===== src/rtl/prbs_bist_pkg.sv =====
package prbs_bist_pkg;

    typedef enum logic [2:0] {
        PH_IDLE,
        PH_PRE,
        PH_SFD,
        PH_XTRA,
        PH_PAY,
        PH_GAP
    } phase_t;

    localparam logic [3:0] NIB_PRE  = 4'h5;
    localparam logic [3:0] NIB_SFD  = 4'hD;
    localparam logic [3:0] NIB_XTRA = 4'h5;
    localparam int unsigned NIB_W   = 4;

endpackage


===== src/rtl/prbs_nib_step.sv =====
// Advances a Fibonacci shift register by STEPS positions in one cycle and
// returns the bits produced, first produced bit in position 0.
module prbs_nib_step #(
    parameter int unsigned LFSR_W = 15,
    parameter int unsigned TAP_A  = 15,
    parameter int unsigned TAP_B  = 14,
    parameter int unsigned STEPS  = 4
) (
    input  logic [LFSR_W-1:0] state_i,
    output logic [LFSR_W-1:0] state_o,
    output logic [STEPS-1:0]  bits_o
);

    logic [LFSR_W-1:0] chain [STEPS+1];

    assign chain[0] = state_i;

    for (genvar i = 0; i < STEPS; i++) begin : g_step
        logic fb;
        assign fb          = chain[i][TAP_A-1] ^ chain[i][TAP_B-1];
        assign chain[i+1]  = {chain[i][LFSR_W-2:0], fb};
        assign bits_o[i]   = fb;
    end

    assign state_o = chain[STEPS];

endmodule


===== src/rtl/bist_frame_ctrl.sv =====
// Frame phase sequencer: preamble, delimiter, extra nibble, payload, gap.
module bist_frame_ctrl
    import prbs_bist_pkg::*;
#(
    parameter int unsigned LEN_W  = 12,
    parameter int unsigned PRE_N  = 15,
    parameter int unsigned GAP_N  = 24
) (
    input  logic             clk,
    input  logic             rst_n,
    input  logic             start_i,
    input  logic             stop_i,
    input  logic [LEN_W-1:0] len_i,
    output phase_t           phase_o,
    output logic             pay_adv_o
);

    localparam int unsigned CNT_MAX = (PRE_N > GAP_N) ? PRE_N : GAP_N;
    localparam int unsigned CNT_W   = $clog2(CNT_MAX + 1);
    localparam int unsigned PAY_W   = LEN_W + 1;

    typedef struct packed {
        phase_t           phase;
        logic [CNT_W-1:0] cnt;
        logic [PAY_W-1:0] left;
        logic [LEN_W-1:0] len;
        logic             stop_pend;
    } ctrl_t;

    ctrl_t ctrl_d, ctrl_q;
    logic  adv_d;

    always_comb begin
        ctrl_d = ctrl_q;
        adv_d  = 1'b0;
        if (ctrl_q.phase != PH_IDLE) begin
            ctrl_d.stop_pend = ctrl_q.stop_pend | stop_i;
        end
        case (ctrl_q.phase)
            PH_IDLE: begin
                if (start_i) begin
                    ctrl_d.phase     = PH_PRE;
                    ctrl_d.cnt       = '0;
                    ctrl_d.len       = len_i;
                    ctrl_d.stop_pend = stop_i;
                end
            end
            PH_PRE: begin
                if (ctrl_q.cnt == CNT_W'(PRE_N - 1)) begin
                    ctrl_d.phase = PH_SFD;
                    ctrl_d.cnt   = '0;
                end else begin
                    ctrl_d.cnt = ctrl_q.cnt + 1'b1;
                end
            end
            PH_SFD: begin
                ctrl_d.phase = PH_XTRA;
            end
            PH_XTRA: begin
                ctrl_d.phase = PH_PAY;
                if (ctrl_q.len == '0) begin
                    ctrl_d.left = '0;
                end else begin
                    ctrl_d.left = {ctrl_q.len, 1'b0} - PAY_W'(2);
                end
            end
            PH_PAY: begin
                adv_d = 1'b1;
                if (ctrl_q.left == '0) begin
                    ctrl_d.phase = PH_GAP;
                    ctrl_d.cnt   = '0;
                end else begin
                    ctrl_d.left = ctrl_q.left - 1'b1;
                end
            end
            PH_GAP: begin
                if (ctrl_q.cnt == CNT_W'(GAP_N - 1)) begin
                    ctrl_d.cnt = '0;
                    if (ctrl_q.stop_pend | stop_i) begin
                        ctrl_d.phase     = PH_IDLE;
                        ctrl_d.stop_pend = 1'b0;
                    end else begin
                        ctrl_d.phase     = PH_PRE;
                        ctrl_d.len       = len_i;
                        ctrl_d.stop_pend = 1'b0;
                    end
                end else begin
                    ctrl_d.cnt = ctrl_q.cnt + 1'b1;
                end
            end
            default: begin
                ctrl_d.phase = PH_IDLE;
            end
        endcase
    end

    always_ff @(posedge clk or negedge rst_n) begin
        if (!rst_n) begin
            ctrl_q.phase     <= PH_IDLE;
            ctrl_q.cnt       <= '0;
            ctrl_q.left      <= '0;
            ctrl_q.len       <= '0;
            ctrl_q.stop_pend <= 1'b0;
        end else begin
            ctrl_q <= ctrl_d;
        end
    end

    assign phase_o   = ctrl_q.phase;
    assign pay_adv_o = adv_d;

endmodule


===== src/rtl/bist_tx_path.sv =====
// Holds the sequence register and selects the nibble for the current phase.
module bist_tx_path
    import prbs_bist_pkg::*;
#(
    parameter int unsigned LFSR_W = 15,
    parameter int unsigned TAP_A  = 15,
    parameter int unsigned TAP_B  = 14
) (
    input  logic              clk,
    input  logic              rst_n,
    input  phase_t            phase_i,
    input  logic              adv_i,
    output logic [NIB_W-1:0]  txd_o,
    output logic              tx_en_o,
    output logic [LFSR_W-1:0] lfsr_o
);

    typedef struct packed {
        logic [LFSR_W-1:0] lfsr;
    } path_t;

    path_t             path_d, path_q;
    logic [LFSR_W-1:0] lfsr_nxt;
    logic [NIB_W-1:0]  pay_bits;

    prbs_nib_step #(
        .LFSR_W (LFSR_W),
        .TAP_A  (TAP_A),
        .TAP_B  (TAP_B),
        .STEPS  (NIB_W)
    ) u_step (
        .state_i (path_q.lfsr),
        .state_o (lfsr_nxt),
        .bits_o  (pay_bits)
    );

    always_comb begin
        path_d = path_q;
        if (adv_i) begin
            path_d.lfsr = lfsr_nxt;
        end
    end

    always_ff @(posedge clk or negedge rst_n) begin
        if (!rst_n) begin
            path_q.lfsr <= '1;
        end else begin
            path_q <= path_d;
        end
    end

    always_comb begin
        tx_en_o = 1'b1;
        txd_o   = '0;
        case (phase_i)
            PH_PRE:  txd_o = NIB_PRE;
            PH_SFD:  txd_o = NIB_SFD;
            PH_XTRA: txd_o = NIB_XTRA;
            PH_PAY:  txd_o = pay_bits;
            default: tx_en_o = 1'b0;
        endcase
    end

    assign lfsr_o = path_q.lfsr;

endmodule


===== src/rtl/prbs_bist_gen.sv =====
module prbs_bist_gen
    import prbs_bist_pkg::*;
#(
    parameter int unsigned LEN_W        = 12,
    parameter int unsigned PRE_NIBBLES  = 15,
    parameter int unsigned GAP_NIBBLES  = 24,
    parameter int unsigned LFSR_W       = 15
) (
    input  logic             clk,
    input  logic             rst_n,
    input  logic             start_i,
    input  logic             stop_i,
    input  logic [LEN_W-1:0] len_i,
    output logic [3:0]       txd_o,
    output logic             tx_en_o
);

    phase_t            phase;
    logic              pay_adv;
    logic [LFSR_W-1:0] lfsr_q;

    bist_frame_ctrl #(
        .LEN_W (LEN_W),
        .PRE_N (PRE_NIBBLES),
        .GAP_N (GAP_NIBBLES)
    ) u_ctrl (
        .clk       (clk),
        .rst_n     (rst_n),
        .start_i   (start_i),
        .stop_i    (stop_i),
        .len_i     (len_i),
        .phase_o   (phase),
        .pay_adv_o (pay_adv)
    );

    bist_tx_path #(
        .LFSR_W (LFSR_W),
        .TAP_A  (15),
        .TAP_B  (14)
    ) u_path (
        .clk     (clk),
        .rst_n   (rst_n),
        .phase_i (phase),
        .adv_i   (pay_adv),
        .txd_o   (txd_o),
        .tx_en_o (tx_en_o),
        .lfsr_o  (lfsr_q)
    );

endmodule


===== config.mk =====
export PLATFORM = sky130hd
export DESIGN_NAME = prbs_bist_gen
export DESIGN_NICKNAME = d
export VERILOG_FILES = /design/src/rtl/prbs_bist_pkg.sv /design/src/rtl/prbs_nib_step.sv /design/src/rtl/bist_frame_ctrl.sv /design/src/rtl/bist_tx_path.sv /design/src/rtl/prbs_bist_gen.sv
export SDC_FILE = /design/constraint.sdc
export NUM_CORES = 1
export LEC_CHECK = 0
export ABC_CLOCK_PERIOD_IN_PS = 3800
export BUFFER_PORTS_ARGS = -buffer_cell sky130_fd_sc_hd__buf_4
export CORE_ASPECT_RATIO = 0.7
export CORE_MARGIN = 5
export CORE_UTILIZATION = 30
export CTS_CLUSTER_SIZE = 28
export DETAILED_ROUTE_END_ITERATION = 10
export GPL_TIMING_DRIVEN = 0
export REMOVE_ABC_BUFFERS = 1
export SETUP_SLACK_MARGIN = 0.1
export SYNTH_ARGS = -nofsm -noshare
export SYNTH_HDL_FRONTEND = slang
export SYNTH_HIERARCHICAL = 1
export SYNTH_SLANG_ARGS = --single-unit

===== constraint.sdc =====
create_clock -name clk -period 3.8 [get_ports clk]
set_input_delay 0.38 -clock clk [delete_from_list [all_inputs] [get_ports clk]]
set_output_delay 0.38 -clock clk [all_outputs]
set_load 0.01 [all_outputs]

==> summary.md <==
| Metric | Value |
|---|---|
| Reg2Reg Depth | 5 |
| Final instance area | around 3300 um2 |
| Status | completed |
| Critical Path Source | u_ctrl/phase_o[1]$_DFFE_PN0P_ |
| Setup TNS | 0 ns |
| Worst Tran Pin Value | about 1.2 ns |
| CORE AREA | ~9800 um2 |
| Leakage | approximately 1.3 nW |
| RSZ-0062 raised after global routing | no |
| Sequential area share after synthesis | 0.407 |
| Critical Path End Type | register |
| PortBufs | 20 |
| Worst path max stage delay | 0.84 ns |
| Ys async rst share | 1.00 |
| Setup crit end | u_ctrl/ctrl_q[15]$_DFFE_PN0P_ |
| Worst path slowest cell | clkinv_1 |
| Synthesized area | 3060 um2 |
| Die width | 131 um |
| Die area | around 12000 um2 |
| Crit start category | register |
| Clock power frac | 0.249 |
| Fin crit period | about 3.0 ns |
| Final Power | around 2.3 mW |
| I/O pins | 21 |
| WHS | between 0.09 and 0.1 ns |
| CTS buffer count | 5 |
| DR WL/cell | approximately 15 um |
| Synth unique cells | 65 |
| Flops & latches, synth | 49 |
| Synthesized instance count | about 290 |
| Power Dens Cells | slightly above 700 nW/um2 |
| Largest net degree at the start of global routing | 50 |
| GPL Wtd Cong | just over 0.8 |
| Int Pwr | roughly 1.5 mW |
| CP cell instances | or3b_1, clkinv_1, a31o_2, o21ai_0, a22o_1 |
| Sw Pwr | 0.884 mW |
| Layout Area Growth over Synthesis | 7.94% |
| Tcrit/Tclk final | 0.782 |
| Vias post-DR | around 2200 |
| Comb pwr share | 0.354 |
| Worst path arrival time | between 3 and 4 ns |
| Initial antenna violation count | 0 |
| CP Class | reg -> reg |
| Hold-fix buffers, CTS | 0 |
| H-tree levels | 2 |
| Hold Violations, Final | 0 |
| Final setup fails | 0 |
| Mean post-synth cell area | ~10 um2 |
| Sequential share of power | 0.397 |
| Sink Count | between 40 and 50 |
| Relative slew slack | 0.218 |
| Commonest non-fill, non-tap cells in the layout | dfrtp_1, buf_4, dfstp_2, nand3_1, mux2_2 |
| Max Root-Sink Buffers | 2 |
| Root buffer cell | clkbuf_16 |
| First-pass GRT wire length | between 10 and 15 mm |
| Most common cell after layout, fill and taps aside | dfrtp_1 |
| Hold Path Class | in -> async |
| DRT antenna net count | 0 |
| Cell row count | 30 |
| Sw Share | 0.378 |
| DP Area | just over 3000 um2 |
| Antenna cells | 0 |
| Synth warn | 6 |
| CTS resizes | 0 |
| CP required | between 4 and 5 ns |
| Register clock-pin slew on the reported worst setup and hold paths | ~0.07 ns |
| Post-CTS Setup Bufs | 0 |
| Final Routed Wirelength | just over 6 mm |
| # Max-Cap Violations | 0 |
| Drt drc | 0 |
| Ys flop type | dfrtp_1 |
| Share of cells above drive strength 1 | 0.262 |
| FF-to-FF Start | u_ctrl/phase_o[1]$_DFFE_PN0P_ |
| Vias in the first global route | roughly 2100 |
| Fin. max-slew vios | 0 |
| Initial DRC count | 244 |
| Layout net count | between 300 and 400 |
| Pre-antenna DRT Iters | 4 |
| Peak supply drop | 0.248 mV |
| Flop2flop setup slack | a little over 0.8 ns |
| CP max FO | 23 |
| Starting Density | 0.311 |
| Gr ovfl total | 0 |
| Drt via density | roughly 5.4 |
| EDFF count, synth | 0 |
| Detailed placement HPWL | approximately 4.4 mm |
| TritonCTS clock tree | built |
| Skew final | 0.0110 ns |
| GRT Total Usage | 0.108 |
| Die height | 94.4 um |
| F_max | approximately 340 MHz |
| Worst skew pair latency | around 0.3 ns |
| RR Endpoint | u_ctrl/ctrl_q[15]$_DFFE_PN0P_ |
metal layers:
layer | vias up | GRT usage | share of wire
met5 | - | 0 | 0
met3 | 8 | 0.0294 | 0.082
met1 | 1098 | 0.159 | 0.48
met4 | 0 | 0.0283 | 0.011
li1 | 1050 | - | -
met2 | 74 | 0.154 | 0.43
area by class of cell:
| cell class | count | area, um2 |
|---|---|---|
| clock buffers | 5 | 125 |
| clock inverters | 3 | 68.8 |
| fillers | 1009 | 6540 |
| inverters | 9 | 33.8 |
| multi-input cells | 196 | 1520 |
| flip-flops and latches | 49 | 1240 |
| well taps | 128 | 160 |
| repair buffers | 20 | 150 |
cells in the mapped netlist, types with 3 or more instances:
library cell  instances  share of area
inv_1                 8         0.0098
a21oi_1               8          0.013
or4_1                 6          0.015
nand2_1              12          0.015
a22o_1                5          0.014
nand3b_1              4         0.0098
o211ai_1              3         0.0074
mux2_1                5          0.018
nand4_1               7          0.014
dfstp_2              15           0.13
ha_1                  6          0.025
nor3_1                9          0.015
dfrtp_1              34           0.28
buf_4                22          0.054
o31a_1                3         0.0086
o22ai_1               5          0.010
nor2_1               12          0.015
buf_2                 7          0.011
nand3_1              14          0.023
o21ai_0               6         0.0098
mux2_4               10          0.049
and3_1                3         0.0061
mux2i_1               3         0.0098
xor2_1                6          0.017
nor4_2                4          0.016
mux2_2               13          0.048
nor4_1                6          0.012
clkbuf_1              7         0.0086
cell families (layout without fill, tap and decap cells):
| family | count (synthesis) | after routing | synth area share |
|---|---|---|---|
| flops | 49 | 49 | 0.407 |
| fa+ha+maj | 6 | 6 | 0.0246 |
| compound gates | 57 | 57 | 0.136 |
| buf+inv | 48 | 37 | 0.0966 |
| xor+xnor | 8 | 8 | 0.0229 |
| simple gates | 94 | 94 | 0.187 |
| mux | 31 | 31 | 0.125 |
registers in the layout (all words and copies together), names as in the netlist:
signal	count
u_ctrl/ctrl_q	31
u_ctrl/phase_o	3
u_path/lfsr_o	15
power groups by stage:
stage          logic (mW)  clock network (mW)  registers, mW
6_report            0.827               0.583          0.928
5_1_grt             0.922               0.623          0.963
4_1_cts             0.830               0.600          0.925
3_5_place_dp        0.824                   0          0.936
3_3_place_gp        0.803                   0          0.925
2_1_floorplan       0.629                   0          0.870
through the flow:
step	worst slack (ns)	utilization	cells
2_1_floorplan	1.51	-	254
3_3_place_gp	0.909	0.316	402
3_5_place_dp	0.860	0.316	402
4_1_cts	0.830	0.335	410
5_1_grt	0.616	0.335	410
6_report	0.829	0.335	410
worst min-delay path by stage:
stage / start / to / slack, ns
5_1_grt: rst_n / u_ctrl/ctrl_q[30]$_DFFE_PN0P_ / 0.17
4_1_cts: rst_n / u_ctrl/phase_o[1]$_DFFE_PN0P_ / 0.12
3_5_place_dp: rst_n / u_ctrl/phase_o[1]$_DFFE_PN0P_ / 0.44
3_3_place_gp: rst_n / u_ctrl/ctrl_q[28]$_DFFE_PN0P_ / 0.44
6_report: rst_n / u_ctrl/ctrl_q[30]$_DFFE_PN0P_ / 0.09
2_1_floorplan: rst_n / u_ctrl/ctrl_q[0]$_DFF_PN0_ / 0.08
critical path: cells and delay by family (launching register included):
family	cells	cell delay (ns)
and+or+nand+nor	1	0.50
AOI/OAI and AO/OA	3	0.87
DFF	1	0.68
buffers and inverters	1	0.84
Power figures use the tool's default switching activity.
